File: config.mk
export PLATFORM = sky130hd
export DESIGN_NAME = evc_host_port
export DESIGN_NICKNAME = d
export VERILOG_FILES = /design/src/rtl/evc_pkg.sv /design/src/rtl/evc_byte_ptr.sv /design/src/rtl/evc_cmd_decode.sv /design/src/rtl/evc_count_core.sv /design/src/rtl/evc_host_port.sv
export SDC_FILE = /design/constraint.sdc
export NUM_CORES = 1
export LEC_CHECK = 0
export BUFFER_PORTS_ARGS = -buffer_cell sky130_fd_sc_hd__buf_2
export CAP_MARGIN = 5
export CORE_UTILIZATION = 45
export DETAILED_ROUTE_END_ITERATION = 10
export GPL_TIMING_DRIVEN = 0
export PLACE_DENSITY = 0.72
export SKIP_CTS_REPAIR_TIMING = 1
export SLEW_MARGIN = 20
export SYNTH_ARGS = -nofsm -noshare
export SYNTH_HDL_FRONTEND = slang
export SYNTH_SLANG_ARGS = --single-unit
File: constraint.sdc
create_clock -name clk -period 10 [get_ports clk]
set_input_delay 1 -clock clk [delete_from_list [all_inputs] [get_ports clk]]
set_output_delay 1 -clock clk [all_outputs]
set_load 0.01 [all_outputs]
File: src/rtl/evc_pkg.sv
package evc_pkg;
    localparam int BYTE_W  = 8;
    localparam int N_BYTES = 3;
    localparam int CNT_W   = BYTE_W * N_BYTES;
    localparam int DIGITS  = CNT_W / 4;

    typedef enum logic [1:0] {
        PTR_LO  = 2'd0,
        PTR_MID = 2'd1,
        PTR_HI  = 2'd2
    } ptr_state_t;

    typedef enum logic [1:0] {
        RC_NONE  = 2'd0,
        RC_COUNT = 2'd1,
        RC_FLAGS = 2'd2,
        RC_ERROR = 2'd3
    } rst_code_t;

    typedef enum logic [1:0] {
        XF_NONE   = 2'd0,
        XF_LOAD   = 2'd1,
        XF_LATCH  = 2'd2,
        XF_PRESCL = 2'd3
    } xfer_code_t;

    typedef struct packed {
        logic       err;
        logic       sign;
        logic       cmp;
        logic       carry;
        logic       borrow;
    } flag_t;
endpackage

File: src/rtl/evc_byte_ptr.sv
module evc_byte_ptr
    import evc_pkg::*;
(
    input  logic       clk,
    input  logic       rst_n,
    input  logic       step_i,
    input  logic       rewind_i,
    output ptr_state_t pos_o
);
    ptr_state_t state_q, state_d;

    always_ff @(posedge clk or negedge rst_n) begin
        if (!rst_n) state_q <= PTR_LO;
        else        state_q <= state_d;
    end

    always_comb begin
        state_d = state_q;
        if (rewind_i) begin
            state_d = PTR_LO;
        end else if (step_i) begin
            unique case (state_q)
                PTR_LO:  state_d = PTR_MID;
                PTR_MID: state_d = PTR_HI;
                PTR_HI:  state_d = PTR_LO;
                default: state_d = PTR_LO;
            endcase
        end
    end

    assign pos_o = state_q;

    p_ptr_wrap_r2: assert property (@(posedge clk) disable iff (!rst_n)
        (state_q == PTR_HI && step_i && !rewind_i) |=> state_q == PTR_LO);
    p_ptr_hold_r2: assert property (@(posedge clk) disable iff (!rst_n)
        (!step_i && !rewind_i) |=> $stable(state_q));
    p_ptr_legal_r2: assert property (@(posedge clk) disable iff (!rst_n)
        state_q != 2'd3);
endmodule

File: src/rtl/evc_cmd_decode.sv
module evc_cmd_decode
    import evc_pkg::*;
(
    input  logic              cs_i,
    input  logic              wr_i,
    input  logic              rd_i,
    input  logic              ctl_i,
    input  logic [BYTE_W-1:0] din_i,
    output logic              data_wr_o,
    output logic              data_rd_o,
    output logic              stat_rd_o,
    output logic              rl_valid_o,
    output logic              mode_wr_o,
    output logic              bp_rewind_o,
    output rst_code_t         rst_code_o,
    output xfer_code_t        xfer_code_o
);
    logic wr_acc, rd_acc;

    assign wr_acc = cs_i && wr_i;
    assign rd_acc = cs_i && rd_i && !wr_i;

    always_comb begin
        data_wr_o   = wr_acc && !ctl_i;
        data_rd_o   = rd_acc && !ctl_i;
        stat_rd_o   = rd_acc && ctl_i;
        rl_valid_o  = 1'b0;
        mode_wr_o   = 1'b0;
        if (wr_acc && ctl_i) begin
            unique case (din_i[6:5])
                2'b00:   rl_valid_o = 1'b1;
                2'b01:   mode_wr_o  = 1'b1;
                default: ;
            endcase
        end
        bp_rewind_o = rl_valid_o && din_i[0];
        rst_code_o  = rl_valid_o ? rst_code_t'(din_i[2:1]) : RC_NONE;
        xfer_code_o = rl_valid_o ? xfer_code_t'(din_i[4:3]) : XF_NONE;
    end

    always_comb begin
        a_one_target_r1: assert ($countones({rl_valid_o, mode_wr_o, data_wr_o, data_rd_o, stat_rd_o}) <= 1);
    end
endmodule

File: src/rtl/evc_count_core.sv
module evc_count_core
    import evc_pkg::*;
#(
    parameter int CW = evc_pkg::CNT_W
)(
    input  logic          clk,
    input  logic          rst_n,
    input  logic          up_i,
    input  logic          dn_i,
    input  logic          hold_i,
    input  logic          bcd_i,
    input  rst_code_t     rst_code_i,
    input  logic          load_i,
    input  logic [CW-1:0] preset_i,
    output logic [CW-1:0] count_o,
    output flag_t         flags_o
);
    localparam int ND = CW / 4;
    localparam logic [CW-1:0] BIN_MAX = '1;

    logic [CW-1:0] count_q, next_val, bcd_max;
    flag_t         flags_q;
    logic          step_up, step_dn, clash, at_max, at_zero;

    function automatic logic [CW-1:0] bcd_step(input logic [CW-1:0] v, input logic up);
        logic [CW-1:0] r;
        logic          c;
        r = v;
        c = 1'b1;
        for (int i = 0; i < ND; i++) begin
            if (c) begin
                if (up) begin
                    if (v[4*i +: 4] == 4'd9) r[4*i +: 4] = 4'd0;
                    else begin r[4*i +: 4] = v[4*i +: 4] + 4'd1; c = 1'b0; end
                end else begin
                    if (v[4*i +: 4] == 4'd0) r[4*i +: 4] = 4'd9;
                    else begin r[4*i +: 4] = v[4*i +: 4] - 4'd1; c = 1'b0; end
                end
            end
        end
        return r;
    endfunction

    always_comb begin
        bcd_max = '0;
        for (int i = 0; i < ND; i++) bcd_max[4*i +: 4] = 4'd9;
    end

    assign step_up = up_i && !dn_i && !hold_i;
    assign step_dn = dn_i && !up_i && !hold_i;
    assign clash   = up_i && dn_i && !hold_i;
    assign at_max  = bcd_i ? (count_q == bcd_max) : (count_q == BIN_MAX);
    assign at_zero = (count_q == '0);

    always_comb begin
        next_val = count_q;
        if (step_up)      next_val = bcd_i ? bcd_step(count_q, 1'b1) : count_q + 1'b1;
        else if (step_dn) next_val = bcd_i ? bcd_step(count_q, 1'b0) : count_q - 1'b1;
    end

    always_ff @(posedge clk or negedge rst_n) begin
        if (!rst_n) begin
            count_q <= '0;
        end else if (load_i) begin
            count_q <= preset_i;
        end else if (rst_code_i == RC_COUNT) begin
            count_q <= '0;
        end else begin
            count_q <= next_val;
        end
    end

    always_ff @(posedge clk or negedge rst_n) begin
        if (!rst_n) begin
            flags_q <= '0;
        end else begin
            if (rst_code_i == RC_FLAGS) begin
                flags_q.borrow <= 1'b0;
                flags_q.carry  <= 1'b0;
                flags_q.cmp    <= 1'b0;
                flags_q.sign   <= 1'b0;
            end else begin
                if (step_up && at_max) begin
                    flags_q.carry <= !flags_q.carry;
                    flags_q.sign  <= 1'b0;
                end
                if (step_dn && at_zero) begin
                    flags_q.borrow <= !flags_q.borrow;
                    flags_q.sign   <= 1'b1;
                end
                if ((step_up || step_dn) && next_val == preset_i)
                    flags_q.cmp <= !flags_q.cmp;
            end
            if (rst_code_i == RC_ERROR) flags_q.err <= 1'b0;
            else if (clash)             flags_q.err <= 1'b1;
        end
    end

    assign count_o = count_q;
    assign flags_o = flags_q;

    p_err_sticky_r5: assert property (@(posedge clk) disable iff (!rst_n)
        (flags_q.err && rst_code_i != RC_ERROR) |=> flags_q.err);
    p_bin_up_r8: assert property (@(posedge clk) disable iff (!rst_n)
        (up_i && !dn_i && !hold_i && !bcd_i) |=> count_o == $past(count_o) + 1'b1);
    p_clear_cnt_r4: assert property (@(posedge clk) disable iff (!rst_n)
        (rst_code_i == RC_COUNT && !load_i) |=> count_o == '0);
    p_hold_r12: assert property (@(posedge clk) disable iff (!rst_n)
        (hold_i && !load_i && rst_code_i != RC_COUNT) |=> $stable(count_o));
endmodule

File: src/rtl/evc_host_port.sv
module evc_host_port
    import evc_pkg::*;
(
    input  logic              clk,
    input  logic              rst_n,
    input  logic              cs,
    input  logic              wr_stb,
    input  logic              rd_stb,
    input  logic              ctl_sel,
    input  logic [BYTE_W-1:0] bus_in,
    output logic [BYTE_W-1:0] bus_out,
    input  logic              up_pulse,
    input  logic              dn_pulse,
    output logic [CNT_W-1:0]  count_val,
    output logic [4:0]        flags,
    output logic [BYTE_W-1:0] prescale,
    output logic              bcd_mode,
    output logic [1:0]        count_mode
);
    logic       data_wr, data_rd, stat_rd, rl_valid, mode_wr, bp_rewind;
    rst_code_t  rst_code;
    xfer_code_t xfer_code;
    ptr_state_t pos;
    flag_t      flag_s;

    logic [CNT_W-1:0]  preset_q, latch_q;
    logic [BYTE_W-1:0] prescale_q, latch_byte;
    logic              bcd_q;
    logic [1:0]        mode_q;

    evc_cmd_decode u_dec (
        .cs_i        (cs),
        .wr_i        (wr_stb),
        .rd_i        (rd_stb),
        .ctl_i       (ctl_sel),
        .din_i       (bus_in),
        .data_wr_o   (data_wr),
        .data_rd_o   (data_rd),
        .stat_rd_o   (stat_rd),
        .rl_valid_o  (rl_valid),
        .mode_wr_o   (mode_wr),
        .bp_rewind_o (bp_rewind),
        .rst_code_o  (rst_code),
        .xfer_code_o (xfer_code)
    );

    evc_byte_ptr u_ptr (
        .clk      (clk),
        .rst_n    (rst_n),
        .step_i   (data_wr || data_rd),
        .rewind_i (bp_rewind),
        .pos_o    (pos)
    );

    evc_count_core #(.CW(CNT_W)) u_core (
        .clk        (clk),
        .rst_n      (rst_n),
        .up_i       (up_pulse),
        .dn_i       (dn_pulse),
        .hold_i     (rl_valid),
        .bcd_i      (bcd_q),
        .rst_code_i (rst_code),
        .load_i     (xfer_code == XF_LOAD),
        .preset_i   (preset_q),
        .count_o    (count_val),
        .flags_o    (flag_s)
    );

    always_ff @(posedge clk or negedge rst_n) begin
        if (!rst_n) begin
            preset_q   <= '0;
            latch_q    <= '0;
            prescale_q <= '0;
            bcd_q      <= 1'b0;
            mode_q     <= 2'b00;
        end else begin
            if (data_wr) begin
                unique case (pos)
                    PTR_LO:  preset_q[7:0]   <= bus_in;
                    PTR_MID: preset_q[15:8]  <= bus_in;
                    PTR_HI:  preset_q[23:16] <= bus_in;
                    default: ;
                endcase
            end
            if (xfer_code == XF_LATCH)  latch_q    <= count_val;
            if (xfer_code == XF_PRESCL) prescale_q <= preset_q[BYTE_W-1:0];
            if (mode_wr) begin
                bcd_q  <= bus_in[0];
                mode_q <= bus_in[2:1];
            end
        end
    end

    always_comb begin
        unique case (pos)
            PTR_LO:  latch_byte = latch_q[7:0];
            PTR_MID: latch_byte = latch_q[15:8];
            PTR_HI:  latch_byte = latch_q[23:16];
            default: latch_byte = '0;
        endcase
    end

    always_comb begin
        if (data_rd)      bus_out = latch_byte;
        else if (stat_rd) bus_out = {3'b000, flag_s};
        else              bus_out = '0;
    end

    assign flags      = flag_s;
    assign prescale   = prescale_q;
    assign bcd_mode   = bcd_q;
    assign count_mode = mode_q;

    p_idle_bus_r11: assert property (@(posedge clk) disable iff (!rst_n)
        !(cs && rd_stb && !wr_stb) |-> bus_out == '0);
    p_ignored_sel_r1: assert property (@(posedge clk) disable iff (!rst_n)
        (cs && wr_stb && ctl_sel && bus_in[6]) |=> ($stable(preset_q) && $stable(bcd_q) && $stable(mode_q)));
    p_mode_store_r7: assert property (@(posedge clk) disable iff (!rst_n)
        (cs && wr_stb && ctl_sel && bus_in[6:5] == 2'b01) |=> bcd_mode == $past(bus_in[0]));
endmodule

==> impl_results.md, run 1 <==
* Dpl cells at 1159
* Total gr overflow at 0
* Post-Syn Area at around 0.0075 sq mm
* Sw Ratio at approximately half
* Pwr Total at between 0.002 and 0.0025 W
* Die area at 0.01721 sq mm
* Seq/Total Area, Yosys at around 30%
* Setup-failing EPs final at 0
* Routed Antenna Nets at 0
* RSZ-0062 raised after global routing: false
* Most common cell in the synthesized netlist: dfrtp_1
* WL per Instance at approximately 26 um
* TNS Setup at 0 ps
* Slowest stage delay, CP at 880 ps
* All-Layer GR Usage at between 30% and 40%
* Startpoint type of the worst setup path: primary input
* Synth Register Bits at 90
* Post-synth EDFFs at 0
* CTS tree: built
* Placed cell areas at 0.008119 sq mm
* Sequential power share at 30.4%
* Worst Path Arrival at between 5000 and 6000 ps
* Share of cells above drive strength 1 at between 10% and 20%
* Final instance area at between 0.008 and 0.009 sq mm
* Final nets at between 900 and 1k
* Vias in the first global route at between 7k and 8k
* Die height at ~130 um
* Fill cell total of the finished layout at 1511
* Mean Syn Cell Area at 8.523 sq um
* Clk pwr share at about 16%
* Top cells by area, synth: dfrtp_1 (30%), mux2_2 (8.5%), nand2_1 (4.0%)
* Routability Congestion at between 1 and 1.5
* Sw Pwr at a little over 0.001 W
* Core box area at roughly 0.016 sq mm
* Worst Setup Path Type: primary input to flop
* Diode count at 0
* Vias after detailed routing at roughly 8.0k
* Top_reg_cell synth: dfrtp_1
* Worst skew pair latency at around 340 ps
* Worst-path maximum fanout at 10
* Synth area leader: dfrtp_1
* Pwr/cell area at 248.6 mW/mm^2
* Dpl hpwl at 22940 um
* Synth warnings at 0
* Netlist cell types at 94
* Total CTS buffers at 9
* Most frequent cells after synthesis: dfrtp_1 (90), nand2_1 (80), nor2_1 (60)
* Outcome: completed
* Area grow syn2layout at 11.98%
* Highest Clock Rate at between 150 and 200 MHz
* Largest net degree at the start of global routing at between 50 and 60
* DR iter-0 viols at between 1k and 1.5k
* Slew headroom at 31.01%
* Avg Vias per Cell at 6.773
* Actual slew at the worst max-slew pin at between 1000 and 1500 ps
* Die X at around 130 um
* Drt total wl at 30210 um
* Syn nets at 917
* Period utilization at 51.15%
* Port bufs at between 60 and 70
* Leak pwr at about 3.4 nW
* Sink Count at 90
* Clock tree buffer depth at 2
* Min Tclk post-route at 5115 ps
* CP Cell Sequence: clkbuf_1 > nand4b_1 > o21ai_0 > clkbuf_1 > a21oi_1 > a221oi_1 > o22ai_1 > xnor2_1 > o2111ai_1 > or4_2 > or3_1 > a21oi_1
* Fin. max-slew vios at 0
* First-pass GRT wire length at around 46000 um
* Setup crit end kind: flop
* Int Pwr at 0.001066 W
* # DRC at 0
* H-tree depth at 3
* Critical Path RT at around 10000 ps
* Non-Filler Instances at around 1.2k
* Skew final at 9.945 ps
* Critical Path Slowest Stage Cell: o21ai_0
* Antenna violations before repair at 0
* Placement row count at between 40 and 50
* Final Hold Viols at 0
* Post-Synthesis Cells at about 880
* Comb pwr share at between 50% and 60%
* Max-cap violations at 0
* Worst Hold Class: flop to flop
* Ports at 64
* Initial DRT Pass Iterations at 8
* Initial Util at 46.76%
* Worst-path clk slew at about 60 ps
* Worst IR Drop VDD at 0.0001475 V
* Root Driver: clkbuf_16
* Yosys top cell area share at around 30%
* Fraction of registers with async set/reset at 100.0%
kinds of logic after synthesis:
| family | count (synthesis) | share of synthesized area, % |
|---|---|---|
| xor+xnor | 22 | 2.566 |
| mux | 78 | 11.53 |
| compound gates | 248 | 23.05 |
| fa+ha+maj | 20 | 3.333 |
| simple gates | 325 | 24.03 |
| flops | 90 | 30.00 |
| buf+inv | 98 | 5.499 |
layer usage:
layer	wire [um]	part of all wire (%)	vias up	global-route usage [%]
met5	0	0	-	0
met4	1517	5.0	0	18.82
met2	12900	43	531	51.68
met3	3434	11	119	7.909
met1	12360	41	3811	47.22
li1	-	-	3497	-
critical path, delay by kind of cell:
family / cells / cell delay [ps]
AOI/OAI and AO/OA: 6 / 1860
and+or+nand+nor: 3 / 1370
buffers and inverters: 2 / 840
xor gates and xnor gates: 1 / 310
final cells by class:
type                    instances  area (sq um)  area share, %
multi-input cells             693          4848          57.66
clock buffers                  11         252.7          3.006
well taps                     216         270.3          3.214
clock inverters                 5         36.28         0.4315
repair buffers                 62         335.3          3.988
inverters                      27         101.3          1.205
plain buffers                  71         311.5          3.705
flip-flops and latches         90          2252          26.79
registers in the layout (all words and copies together), names as in the netlist:
| signal | count |
|---|---|
| u_core.count_o | 24 |
| u_ptr.pos_o | 2 |
| preset_q | 24 |
| bcd_mode | 1 |
| latch_q | 24 |
| count_mode | 2 |
| u_core.flags_o | 5 |
| prescale | 8 |
metrics by stage:
step	util, %	hold slack [ps]	setup slack, ps
after floorplan	-	475.7	6080
after global placement	50.34	486.9	4688
after detailed placement	50.56	486.9	4701
after CTS	52.36	501.5	5045
after global routing	52.36	520.2	4642
final	52.36	498.4	4885
power groups by stage:
stage,Sequential [W],Clock [W],Combinational (W)
after CTS,0.000628,0.000332,0.00108
after floorplan,0.000596,0,0.000716
after detailed placement,0.000634,0,0.00108
after global placement,0.000629,0,0.00107
after global routing,0.000651,0.000345,0.00120
final,0.000635,0.000328,0.00113
path summary, 6_finish.rpt:
check / slack (ps) / cells after the start / start / end
worst min-delay path: 500 / 1 / prescale[3]$_DFFE_PN0N_ / prescale[3]$_DFFE_PN0N_
min in group asynchronous: 640 / 1 / rst_n / u_core.count_o[3]$_DFF_PN0_
worst max register to register: 5000 / 13 / u_core.count_o[0]$_DFF_PN0_ / u_core.flags_o[2]$_DFFE_PN0P_
max in group asynchronous: 8720 / 2 / rst_n / u_core.count_o[15]$_DFF_PN0_
worst min register to register: 500 / 1 / prescale[3]$_DFFE_PN0N_ / prescale[3]$_DFFE_PN0N_
worst max-delay path: 4880 / 12 / wr_stb / u_core.flags_o[2]$_DFFE_PN0P_
cells in the final DEF, fill, tap and decap left out, drive strengths merged, types with 8 or more instances in the layout:
cell type,instances
xnor2,13
xor2,9
mux2,58
and3,9
nand3,26
a211oi,15
a31oi,15
buf,89
and3b,8
o21ai,59
nor2b,8
mux2i,19
a22o,11
inv,28
nor4,20
clkbuf,55
o211ai,10
dfrtp,90
a21oi,48
nand2,80
ha,20
nor3,21
nor2,60
nand4,25
or4,12
(Power assumes the default switching activity.)
==> run 2: changes to the inputs <==
--- a/config.mk
+++ b/config.mk
@@ -10,7 +10,7 @@
 export CORE_UTILIZATION = 45
 export DETAILED_ROUTE_END_ITERATION = 10
 export GPL_TIMING_DRIVEN = 0
-export PLACE_DENSITY = 0.72
+export PLACE_DENSITY = 0.74
 export SKIP_CTS_REPAIR_TIMING = 1
 export SLEW_MARGIN = 20
 export SYNTH_ARGS = -nofsm -noshare
==> constraint.sdc (replaced) <==
create_clock -name clk -period 4.2 [get_ports clk]
set_input_delay 0.42 -clock clk [delete_from_list [all_inputs] [get_ports clk]]
set_output_delay 0.42 -clock clk [all_outputs]
set_load 0.01 [all_outputs]
==> run 2 against run 1 <==
Effect of this change:
- the flow now finishes with violations (negative setup slack)
- first-iteration DRC count increased by 5.4%
- sequential cell count unchanged
- via count increased by 3.8%
==> impl_results.md, run 2 (synthesis results as in run 1) <==
* Outcome: finished, violations left
* Failing checks: negative setup slack
* Clk pwr share at 15.7% (about the same)
* Slew headroom at 29.00% (-2.0 points)
* Worst Path Arrival at 4480 ps (-900 ps)
* Worst Hold Class: primary input to flop
* Clock tree buffer depth at 2 (unchanged)
* Hold Path Cell Cnt at 2 (+1)
* Die area at 0.01721 sq mm (unchanged)
* Area grow syn2layout at 19.95%
* Avg Vias per Cell at 6.905 (+1.9%)
* Max-cap violations at 0 (unchanged)
* Worst skew pair latency at 350 ps (about the same)
* Sequential power share at 28.8% (-1.6 points)
* Core box area at 0.01606 sq mm (unchanged)
* Dpl cells at 1159 (unchanged)
* Min Tclk post-route at roughly 4200 ps
* CP Cell Sequence: clkbuf_4 > clkbuf_4 > buf_2 > clkbuf_2 > clkbuf_4 > o211ai_1 > o211ai_1 > and3b_1 > o21ai_0 > or4_2 > or3_1 > a21oi_1
* Antenna violations before repair at 0 (unchanged)
* First-pass GRT wire length at 47330 um (+3.4%)
* Critical Path RT at 4470 ps (-5800 ps)
* Commonest non-fill, non-tap cell in the layout: dfrtp_1
* Skew final at 7.381 ps (-2.564 ps)
* Period utilization at 100.2%
* Pwr/cell area at 599.2 mW/mm^2 (+140%)
* CP most frequent cell: clkbuf_4
* H-tree depth at 3 (unchanged)
* Setup slack after layout at -7.794 ps (-4892 ps)
* Worst-path clk slew at 70 ps (about the same)
* Post-place setup slack at -697.3 ps (-5398 ps)
* Worst IR Drop VDD at 0.0003592 V (+140%)
* RR Startpoint: bcd_mode$_DFFE_PN0P_
* Initial Util at 46.76% (unchanged)
* Port bufs at 61 (unchanged)
* Slowest stage delay, CP at 640 ps (-240 ps)
* Routability Congestion at 1.014 (-4.6%)
* Diode count at 0 (unchanged)
* Finished Core Util at 56.09% (+3.7 points)
* Largest net degree at the start of global routing at 65 (+20%)
* Placement row count at 46 (unchanged)
* Dpl hpwl at 24240 um (+5.7%)
* Startpoint type of the worst setup path: flop
* Root Driver: clkbuf_16
* Die height at 131.2 um (unchanged)
* Final nets at 1011 (+2.1%)
* All-Layer GR Usage at 36.73% (+1.8 points)
* Sw Ratio at 48.59% (-0.43 points)
* Commonest non-fill, non-tap cells in the layout: dfrtp_1 (85), nand2_1 (80), buf_2 (79), nor2_1 (57), mux2_2 (57)
* Critical Path Slowest Stage Cell: or4_2
* Initial DRT Pass Iterations at 6 (-2)
* Non-Filler Instances at 1196 (+1.8%)
* Total gr overflow at 0 (unchanged)
* Final Hold Viols at 0 (unchanged)
* Share of cells above drive strength 1 at 29.08% (+9.5 points)
* Setup-failing EPs final at 1 (+1)
* Fill cell total of the finished layout at 1463 (-3.2%)
* RR Endpoint: u_core.flags_o[2]$_DFFE_PN0P_
* Worst-path maximum fanout at 10 (unchanged)
* Comb pwr share at 55.6% (+1.6 points)
* Die X at 131.2 um (unchanged)
* Routed Antenna Nets at 0 (unchanged)
* Leak pwr at 3.671 nW (+7.0%)
* Total CTS buffers at 9 (unchanged)
* Setup crit end kind: flop
* Worst Setup Path Type: flop to flop
* Ports at 64 (unchanged)
* R2R cell count at 12 (-1)
* # DRC at 0 (unchanged)
* Actual slew at the worst max-slew pin at 1065 ps (+30.14 ps)
* Highest Clock Rate at about 240 MHz
* CTS tree: built
* Sink Count at 90 (unchanged)
* Vias after detailed routing at 8258 (+3.8%)
* Int Pwr at 0.002774 W (+160%)
* Hold Slack at 342.6 ps (-155.8 ps)
* Vias in the first global route at 7566 (+0.92%)
* Drt total wl at 32720 um (+8.3%)
* Reg2Reg Setup Slack at -8 ps (-5010 ps)
* Sw Pwr at 0.002622 W (+160%)
* DR iter-0 viols at 1256 (+5.4%)
* Hold Path Origin: bus_in[0]
* Worst Hold Path EP: u_ptr.pos_o[1]$_DFFE_PN0P_
* WL per Instance at 27.36 um (+6.4%)
* Fin. max-slew vios at 0 (unchanged)
[run 2: cell count changes in the layout (fill, tap and decap cells not counted), sizes merged]
cell and change:
buf +28, clkbuf -9, clkinv -3, clkinvlp +2
bufinv +1, dlygate4sd3 +1, inv +1
[run 2: worst max-delay path: cells and delay by family (launching register included)]
family	cells	cell delay, ps
simple gates	3	1260
flops	1	530
compound gates	4	680
buf+inv	5	1660
[run 2: final cells by class]
cell class,instances,area [sq um],share of cell area [%]
Timing Repair Buffer,89,541.8,6.016
Clock buffer,10,239.0,2.654
Multi-Input combinational cell,693,5177,57.49
Buffer,65,341.6,3.793
Sequential cell,90,2258,25.08
Inverter,27,106.4,1.181
Tap cell,216,270.3,3.001
Clock inverter,6,71.32,0.7919
[run 2: per-stage QoR]
step / total power [W] / setup TNS [ps] / instance area, sq um
global route: 0.005618 / -37.02 / 9006
CTS: 0.004959 / -716.0 / 8433
detailed placement: 0.004107 / -697.3 / 8123
global placement: 0.004088 / -688.4 / 8084
finish: 0.005396 / -7.794 / 9006
floorplan: 0.003126 / 0 / 7508
[run 2: power by group through the flow]
stage	Sequential, W	Clock (W)	Combinational (W)
finish	0.00155	0.000845	0.00300
global route	0.00158	0.000888	0.00315
CTS	0.00150	0.000853	0.00261
detailed placement	0.00151	0	0.00260
global placement	0.00150	0	0.00258
floorplan	0.00142	0	0.00171
[run 2: per-layer routing]
metal  global-route usage, %  share of wire [%]  vias up
li1                        -                  -     3536
met1                   49.67                 38     3965
met2                   57.09                 44      623
met3                   7.330                 13      134
met4                   15.10                4.6        0
met5                       0                  0        -
[run 2: worst max-delay path by stage]
stage / from / to / slack (ps) / cells after the start
after detailed placement: u_core.count_o[0]$_DFF_PN0_ / u_core.flags_o[2]$_DFFE_PN0P_ / -700 / 14
after global placement: u_core.count_o[0]$_DFF_PN0_ / u_core.flags_o[2]$_DFFE_PN0P_ / -690 / 14
final: bcd_mode$_DFFE_PN0P_ / u_core.flags_o[2]$_DFFE_PN0P_ / -8 / 12
after floorplan: u_core.count_o[4]$_DFF_PN0_ / u_core.flags_o[2]$_DFFE_PN0P_ / 320 / 15
after global routing: u_core.count_o[1]$_DFF_PN0_ / u_core.flags_o[2]$_DFFE_PN0P_ / -40 / 13
after CTS: u_core.count_o[0]$_DFF_PN0_ / u_core.flags_o[2]$_DFFE_PN0P_ / -720 / 14
